<file path="config.mk">
export PLATFORM = sky130hd
export DESIGN_NAME = slot_seq
export DESIGN_NICKNAME = d
export VERILOG_FILES = /design/src/rtl/slot_seq_pkg.sv /design/src/rtl/slot_gap_timer.sv /design/src/rtl/slot_shifter.sv /design/src/rtl/slot_stop_decode.sv /design/src/rtl/slot_seq.sv
export SDC_FILE = /design/constraint.sdc
export NUM_CORES = 1
export LEC_CHECK = 0
export ABC_AREA = 1
export CAP_MARGIN = 30
export CELL_PAD_IN_SITES_DETAIL_PLACEMENT = 0
export CELL_PAD_IN_SITES_GLOBAL_PLACEMENT = 1
export CORE_ASPECT_RATIO = 0.8
export CORE_MARGIN = 4
export CORE_UTILIZATION = 40
export CTS_BUF_LIST = sky130_fd_sc_hd__clkbuf_4
export DETAILED_ROUTE_END_ITERATION = 10
export DONT_BUFFER_PORTS = 1
export GPL_ROUTABILITY_DRIVEN = 0
export PLACE_DENSITY_LB_ADDON = 0.25
export SLEW_MARGIN = 20
export SYNTH_ARGS = -nofsm -noshare
export SYNTH_HDL_FRONTEND = slang
export SYNTH_SLANG_ARGS = --single-unit
</file>
<file path="constraint.sdc">
create_clock -name clk -period 1.6 [get_ports clk]
set_input_delay 0.24 -clock clk [delete_from_list [all_inputs] [get_ports clk]]
set_output_delay 0.24 -clock clk [all_outputs]
set_load 0.02 [all_outputs]
</file>
<file path="src/rtl/slot_seq_pkg.sv">
package slot_seq_pkg;

    localparam int WORD_W = 18;
    localparam int OP_W   = 5;
    localparam int SLOTS  = 3;

    typedef logic [WORD_W-1:0] word_t;
    typedef logic [OP_W-1:0]   opcode_t;
    typedef logic [SLOTS-1:0]  slot_sel_t;

    // Opcodes that end issue of the current word
    typedef enum logic [OP_W-1:0] {
        OP_JMP    = 5'h00,
        OP_BRZ    = 5'h01,
        OP_CALL   = 5'h02,
        OP_BRNEG  = 5'h03,
        OP_RET    = 5'h06,
        OP_LDR    = 5'h08,
        OP_LDAINC = 5'h09,
        OP_LIT    = 5'h0A,
        OP_LDA    = 5'h0B,
        OP_STR    = 5'h0C,
        OP_STAINC = 5'h0D,
        OP_STA    = 5'h0F
    } stop_op_e;

    // Field k occupies the k-th group of OP_W bits counted from the MSB
    function automatic opcode_t pick_field(word_t w, slot_sel_t sel);
        opcode_t r;
        r = '0;
        for (int k = 0; k < SLOTS; k++) begin
            if (sel[k]) r = w[WORD_W-1-k*OP_W -: OP_W];
        end
        return r;
    endfunction

    function automatic logic ends_issue(opcode_t op);
        case (op)
            OP_JMP, OP_BRZ, OP_CALL, OP_BRNEG, OP_RET,
            OP_LDR, OP_LDAINC, OP_LIT, OP_LDA,
            OP_STR, OP_STAINC, OP_STA: return 1'b1;
            default:                   return 1'b0;
        endcase
    endfunction

endpackage

</file>
<file path="src/rtl/slot_gap_timer.sv">
module slot_gap_timer #(
    parameter int SLOT_GAP = 2
) (
    input  logic clk,
    input  logic rst,
    input  logic load,
    input  logic run,
    output logic expire
);
    localparam int CW = (SLOT_GAP > 1) ? $clog2(SLOT_GAP) : 1;
    localparam logic [CW-1:0] RELOAD = CW'(SLOT_GAP - 1);

    logic [CW-1:0] cnt;

    always_ff @(posedge clk) begin
        if (rst) begin
            cnt <= '0;
        end else if (load) begin
            cnt <= RELOAD;
        end else if (run && cnt != '0) begin
            cnt <= cnt - 1'b1;
        end
    end

    assign expire = (cnt == '0);

    // the count never exceeds the programmed gap
    p_gap_bound_r3: assert property (@(posedge clk) disable iff (rst)
        cnt <= RELOAD);

    // a reload leaves exactly SLOT_GAP-1 cycles to wait
    p_reload_r3: assert property (@(posedge clk) disable iff (rst)
        load |=> cnt == RELOAD);
endmodule

</file>
<file path="src/rtl/slot_shifter.sv">
module slot_shifter
    import slot_seq_pkg::*;
(
    input  logic      clk,
    input  logic      rst,
    input  logic      start,
    input  logic      advance,
    output slot_sel_t next_sel,
    output slot_sel_t sel
);
    always_comb begin
        if (start)        next_sel = slot_sel_t'(1);
        else if (advance) next_sel = {sel[SLOTS-2:0], 1'b0};
        else              next_sel = sel;
    end

    always_ff @(posedge clk) begin
        if (rst)                  sel <= '0;
        else if (start | advance) sel <= next_sel;
    end

    // selector is never more than one-hot
    p_sel_onehot_r9: assert property (@(posedge clk) disable iff (rst)
        $onehot0(sel));

    // an advance from the first field moves to the second
    p_advance_r3: assert property (@(posedge clk) disable iff (rst)
        (advance && !start && sel[0]) |=> sel[1]);
endmodule

</file>
<file path="src/rtl/slot_stop_decode.sv">
module slot_stop_decode
    import slot_seq_pkg::*;
(
    input  opcode_t   op,
    input  slot_sel_t sel,
    output logic      stop
);
    logic last_field;
    logic op_stop;

    assign last_field = sel[SLOTS-1];
    assign op_stop    = ends_issue(op);
    assign stop       = last_field | op_stop;
endmodule

</file>
<file path="src/rtl/slot_seq.sv">
module slot_seq
    import slot_seq_pkg::*;
#(
    parameter int SLOT_GAP = 2
) (
    input  logic        clk,
    input  logic        rst,
    input  logic        word_rdy,
    input  logic [17:0] word_in,
    output logic        op_valid,
    output logic [4:0]  op_code,
    output logic [2:0]  op_slot,
    output logic        fetch_req
);
    logic      busy;
    logic      expire;
    logic      start;
    logic      advance;
    logic      issue;
    logic      stop;
    word_t     word_q;
    word_t     src_word;
    slot_sel_t next_sel;
    slot_sel_t cur_sel;
    opcode_t   cur_op;

    assign start    = word_rdy & ~busy;
    assign advance  = busy & expire;
    assign issue    = start | advance;
    assign src_word = busy ? word_q : word_in;
    assign cur_op   = pick_field(src_word, next_sel);

    slot_gap_timer #(.SLOT_GAP(SLOT_GAP)) u_timer (
        .clk    (clk),
        .rst    (rst),
        .load   (issue),
        .run    (busy),
        .expire (expire)
    );

    slot_shifter u_shift (
        .clk      (clk),
        .rst      (rst),
        .start    (start),
        .advance  (advance),
        .next_sel (next_sel),
        .sel      (cur_sel)
    );

    slot_stop_decode u_stop (
        .op   (cur_op),
        .sel  (next_sel),
        .stop (stop)
    );

    always_ff @(posedge clk) begin
        if (rst) begin
            busy      <= 1'b0;
            word_q    <= '0;
            op_valid  <= 1'b0;
            op_code   <= '0;
            fetch_req <= 1'b0;
        end else begin
            op_valid  <= issue;
            fetch_req <= issue & stop;
            if (start) word_q <= word_in;
            if (issue) begin
                op_code <= cur_op;
                busy    <= ~stop;
            end
        end
    end

    assign op_slot = cur_sel;

    // an accepted strobe issues the first field next cycle
    p_start_slot0_r2: assert property (@(posedge clk) disable iff (rst)
        (word_rdy && !busy) |=> (op_valid && op_slot == 3'b001));

    // the last field always raises the fetch request
    p_last_halts_r5: assert property (@(posedge clk) disable iff (rst)
        (op_valid && op_slot[2]) |-> fetch_req);

    // no fetch request without an issued field
    p_fetch_valid_r9: assert property (@(posedge clk) disable iff (rst)
        fetch_req |-> op_valid);

    // while waiting out the gap, nothing is issued whatever the strobe
    p_ignore_busy_r8: assert property (@(posedge clk) disable iff (rst)
        (busy && !expire) |=> !op_valid);

    // once halted, no field is issued without a new strobe
    p_stay_idle_r5: assert property (@(posedge clk) disable iff (rst)
        (!busy && !word_rdy) |=> !op_valid);
endmodule

</file>
=== Word level (Yosys, flattened, before mapping) ===
Memories as Yosys holds them, arrays and structs flattened.
Index checks and enable logic that the tools add are counted.
W data, S select, Z words.

* Register bits: 30
* Bits in read-only memories: 16
* Input port bits: 21
* Word-level logic and storage cells: 28
* Memories: 1

* $add $sub $neg: 1
* Multiplexer cells: 9
* Bitwise gates (word level): 8
* Reductions and logical operators: 2

{| class="wikitable"
|+ Memories
! memory !! depth !! width !! read ports !! clocked after Yosys merged registers in !! wr ports !! line !! RTL
|-
| (name not given) || 16 || 1 || 1 || 0 || 0 || slot_seq_pkg.sv:38 || <nowiki>case (op)</nowiki>
|}

{| class="wikitable"
|+ Operators with widths
! operator !! number
|-
| $mux W18 || 1
|-
| $mux W5 || 3
|-
| $mux W3 || 2
|-
| $and A1 B1 Y1 || 3
|-
| $mux W1 || 3
|-
| $not A1 Y1 || 3
|-
| $or A1 B1 Y1 || 2
|-
| $reduce_bool A2 Y1 || 1
|-
| $logic_and A1 B1 Y1 || 1
|-
| $sub A1 B1 Y1 const B || 1
|}

=== Logic depth before layout (Yosys ltp) ===
An unclocked memory read counts as a cell.

* Depth in word-level cells: 11
* Gate-level depth with buffers: 14
* Gate-level depth less buffers: 14

=== Modules after synthesis ===
A second synthesis with hierarchy kept.

* Cell total of the unflattened synthesis: 216
* Area total of the unflattened synthesis: 1386.3 um2

{| class="wikitable"
|+ By module, submodules not included
! module !! instances !! cells each !! area an instance (um2) !! sequential area each (um2)
|-
| slot_seq || 1 || 181 || 1177.4 || 460.4
|-
| slot_shifter || 1 || 20 || 126.4 || 60.1
|-
| slot_gap_timer || 1 || 6 || 43.8 || 20.0
|-
| slot_stop_decode || 1 || 9 || 38.8 || 0.0
|}

=== Worst setup path after synthesis ===
Ideal clock, no wire load.

* Kind: register -> register
* Start: register busy
* End: register busy
* Setup time: 0.113 ns
* Arrival: 1.392 ns
* Data required time: 1.487 ns
* Path slack: 0.095 ns
* Stages on the path, launching flop included: 12
* Path buffers: 0
* Cells stage by stage: dfxtp_1 nand2_2 nand2_1 nor2_1 nor2_1 nand3_1 nand2_1 nand3_1 nand3_1 nand2_1 nand2_1 nand2_1

* Longest elaborated chain between the ends: 10
* Elaborated cells between the ends (all ways): 14
* Classes of those cells: 7 x mux; 6 x bitwise; 1 x memory

{| class="wikitable"
|+ RTL lines
! what !! line !! RTL
|-
| from (decl) || slot_seq.sv:15 || <nowiki>logic busy;</nowiki>
|-
| from (signal assigned) || slot_seq.sv:69 || <nowiki>busy <= ~stop;</nowiki>
|-
| $and A1 B1 Y1 or $not A1 Y1 (tied branches) || slot_seq.sv:28, slot_seq.sv:27 ||
|-
| $mux W3 or $and A1 B1 Y1 (tied branches) || slot_shifter.sv:13, slot_seq.sv:27 ||
|-
| $mux W3 || slot_shifter.sv:12 || <nowiki>if (start) next_sel = slot_sel_t'(1);</nowiki>
|-
| $mux W5 (3 in series) || slot_seq_pkg.sv:32 || <nowiki>if (sel[k]) r = w[WORD_W-1-k*OP_W -: OP_W];</nowiki>
|-
| $mem_v2 Z16 W1 || n/a ||
|-
| $mux W1 || slot_seq_pkg.sv:38 ||
|-
| $or A1 B1 Y1 || slot_stop_decode.sv:13 || <nowiki>assign stop = last_field | op_stop;</nowiki>
|-
| $not A1 Y1 || slot_seq.sv:69 ||
|}

Several ways; a longest one is shown, not always the timed one.
A chain may end at the register's enable or synchronous reset.

=== Final worst setup path ===
Ends and elaborated chain as after synthesis.

==> impl_metrics.py <==
metrics = {
    "grt": {
        "grt_pass1_vias": 1227,
        "grt_usage_pct": 15.92,
        "grt_first_pass_wirelength_um": 5306,
        "antenna_found_initial": 0,
        "grt_max_degree": 18,
        "grt_overflow": 0,
    },
    "synth": {
        "ys_seq_elements": 27,
        "ys_warn_count": 0,
        "synth_compound_area_share_pct": 16.12,
        "synth.net_count": 217,
        "synth.distinct_cells": 23,
        "syn_area_um2": 1304,
        "synth_top_family_by_area": "simple AND/OR/NAND/NOR gates",
        "synth_mux_area_share_pct": 0.7678,
        "yosys.area_share.simple_pct": 34.07,
        "seq_area_frac_synth_pct": 41.46,
        "synthXorXnorAreaFrac_pct": 0,
        "synthAdderAreaFrac_pct": 0,
        "avgSynthCellArea_um2": 6.652,
        "synth_cells": 196,
    },
    "pwr": {
        "ir_drop_mv": 0.7170,
        "total_power_mw": 2.038,
        "power_frac_seq_pct": 43.7,
        "swShare_pct": 37.40,
        "pwr-share-clk_pct": 15.6,
        "p_leak_nw": 0.8138,
        "p_int_mw": 1.276,
        "power.switching_mw": 0.7623,
        "pwr-share-comb_pct": 40.7,
        "powerDensity_nw_per_um2": 1159,
    },
    "placed_design": {
        "io_buffers": 0,
        "dp_hpwl_um": 2404,
        "place_area_um2": 1465,
    },
    "route": {
        "vias": 1290,
        "postRouteAntennaNets": 0,
        "dr.pass1.iters": 4,
        "drtIter0Drc": 56,
        "routed_wl_um": 3475,
        "vias_per_cell": 4.924,
        "drc_errors": 0,
        "wl_per_cell_um": 13.26,
    },
    "cells_and_area": {
        "final_cell_mix": "nand2_1 (39), nor2_1 (30), dfxtp_1 (25)",
        "area_growth_pct": 34.93,
        "final_common_cell": "nand2_1",
        "diodes": 0,
        "fill_cells": 308,
        "drive_above_1_share_pct": 32.88,
        "nNetsFinal": 244,
        "final_area_um2": 1759,
    },
    "setup_path": {
        "worst-path-max-fanout": 5,
        "end_kind": "flip-flop",
        "cp-start-kind": "flip-flop",
        "required_ns": 1.84,
        "path_delay_family": "simple AND/OR/NAND/NOR gates",
        "path_cells": "inv_6, nand2_8, buf_6, nand2_2, nand2_2, nor2_2, nand2_2, nand3_2, nand2_2, nand2_1, nand2_1, nand3_2, nand2_2, nand2_2, nand2_2",
        "cpMostUsedCell": "nand2_2",
        "crit_type": "flip-flop to flip-flop",
        "slowest_stage": "dfxtp_4",
        "slowest_delay_ns": 0.41,
        "crit_arrival_ns": 1.82,
        "timing.critical_path.buf_inv": 2,
    },
    "cts": {
        "cts_tree": "yes",
        "ctsLongestPathBuffers": 2,
        "clk_latency_ns": 0.32,
        "numCtsBuffers": 3,
        "root_buffer": "clkbuf_4",
        "h-tree-depth": 1,
        "clk_pin_slew_worst_paths_ns": 0.14,
        "cts.sinks": 27,
    },
    "status": {
        "status": "complete, no violations",
    },
    "floorplan": {
        "die_area_um2": 4243,
        "initial_core_util_pct": 41.95,
        "core_um2": 3108,
        "die_w_um": 71.83,
        "io_pins": 31,
        "num_rows": 18,
        "die_h_um": 59.07,
    },
    "timing": {
        "fmax_ghz": 0.6337,
        "fin_skew_ns": 0.001672,
        "rsz0062_at_grt": "true",
        "post-route-period-util_pct": 98.63,
        "slew_headroom_pct": 68.39,
        "slew_viol_final": 0,
        "finalHoldViolCount": 0,
        "fin_crit_ns": 1.578,
        "setup_violations": 0,
        "worst_pin_slew_ns": 0.4737,
    },
    "hold_path": {
        "min_path_type": "input pin to flip-flop",
    },
    "job": {
        "cap_violations": 0,
    },
}
## flip-flops by register name (all words and copies together), names as in the netlist
name	cells
word_q	15
busy	1
u_shift.sel	3
fetch_req	1
op_code	5
op_valid	1
u_timer.cnt	1
## final timing paths
check                           cells after the start                      to  slack, ns                    from
worst max-delay path                               15       busy$_SDFFE_PP0P_       0.02       busy$_SDFFE_PP0P_
worst min-delay path                                2  word_q[7]$_SDFFE_PP0P_       0.03              word_in[7]
worst max register to register                     15       busy$_SDFFE_PP0P_       0.02       busy$_SDFFE_PP0P_
worst min register to register                      2  word_q[7]$_SDFFE_PP0P_       0.48  word_q[7]$_SDFFE_PP0P_
## cell usage after synthesis
cell type / number / share of area (%)
inv_1: 13 / 3.7
o21ai_0: 16 / 6.1
a21boi_0: 1 / 0.58
a22oi_1: 1 / 0.58
nand3_1: 13 / 5.0
o211ai_1: 3 / 1.7
nand2_2: 2 / 0.96
and2_0: 1 / 0.48
buf_6: 1 / 0.86
o21bai_1: 1 / 0.58
clkbuf_1: 6 / 1.7
o22ai_4: 1 / 1.5
buf_2: 1 / 0.38
or2_2: 3 / 1.4
inv_2: 2 / 0.58
nand2_1: 57 / 16
a21oi_1: 7 / 2.7
a211oi_1: 2 / 1.2
o31ai_1: 2 / 1.2
mux2i_1: 1 / 0.77
nor2_1: 34 / 9.8
dfxtp_1: 27 / 41
clkinv_1: 1 / 0.29
## layer usage
layer  vias up  part of all wire (%)  GRT usage, %
li1        674                     -             -
met1       593                    45         19.44
met2        21                    49         27.75
met3         2                   4.6         5.085
met4         0                  0.55         3.217
met5         -                     0             0
## layout make-up
| class | count | area, um2 | area share [%] |
|---|---|---|---|
| inverter | 16 | 65.06 | 3.698 |
| multi-input combinational | 145 | 798.3 | 45.38 |
| clock buffer | 4 | 30.03 | 1.707 |
| timing repair buffer | 30 | 270.3 | 15.36 |
| tap | 40 | 50.05 | 2.845 |
| sequential | 27 | 545.5 | 31.01 |
## logic make-up (layout without fill, tap and decap cells)
group,after synthesis,after routing
compound gates,34,34
buf+inv,24,50
flops,27,27
mux,1,1
simple gates,110,110
## through the flow
stage	util (%)	setup WS [ns]	TNS, ns	hold WS (ns)	instances
CTS	48.99	0.005205	0	0.02548	254
global route	56.60	-0.09931	-0.1402	0.009378	262
finish	56.60	0.02192	0	0.03463	262
floorplan	-	0.09528	0	0.3846	196
detailed placement	47.14	-0.1201	-0.2486	0.3123	248
global placement	47.14	-0.09022	-0.1387	0.3105	248
## timing repair
action                                  in CTS  in global routing
resized for setup                            4                 49
endpoints found under the hold margin        9                  0
endpoints found under the setup margin       3                  6
hold buffers                                 1                  0
pin swaps                                    1                 23
setup buffers                                1                  8
## power by group through the flow
stage	clock network, mW	registers [mW]	logic (mW)
global route	0.357	0.902	0.911
CTS	0.327	0.878	0.619
floorplan	0	0.882	0.406
global placement	0	0.886	0.596
finish	0.318	0.890	0.830
detailed placement	0	0.891	0.605
(Power assumes the default switching activity.)
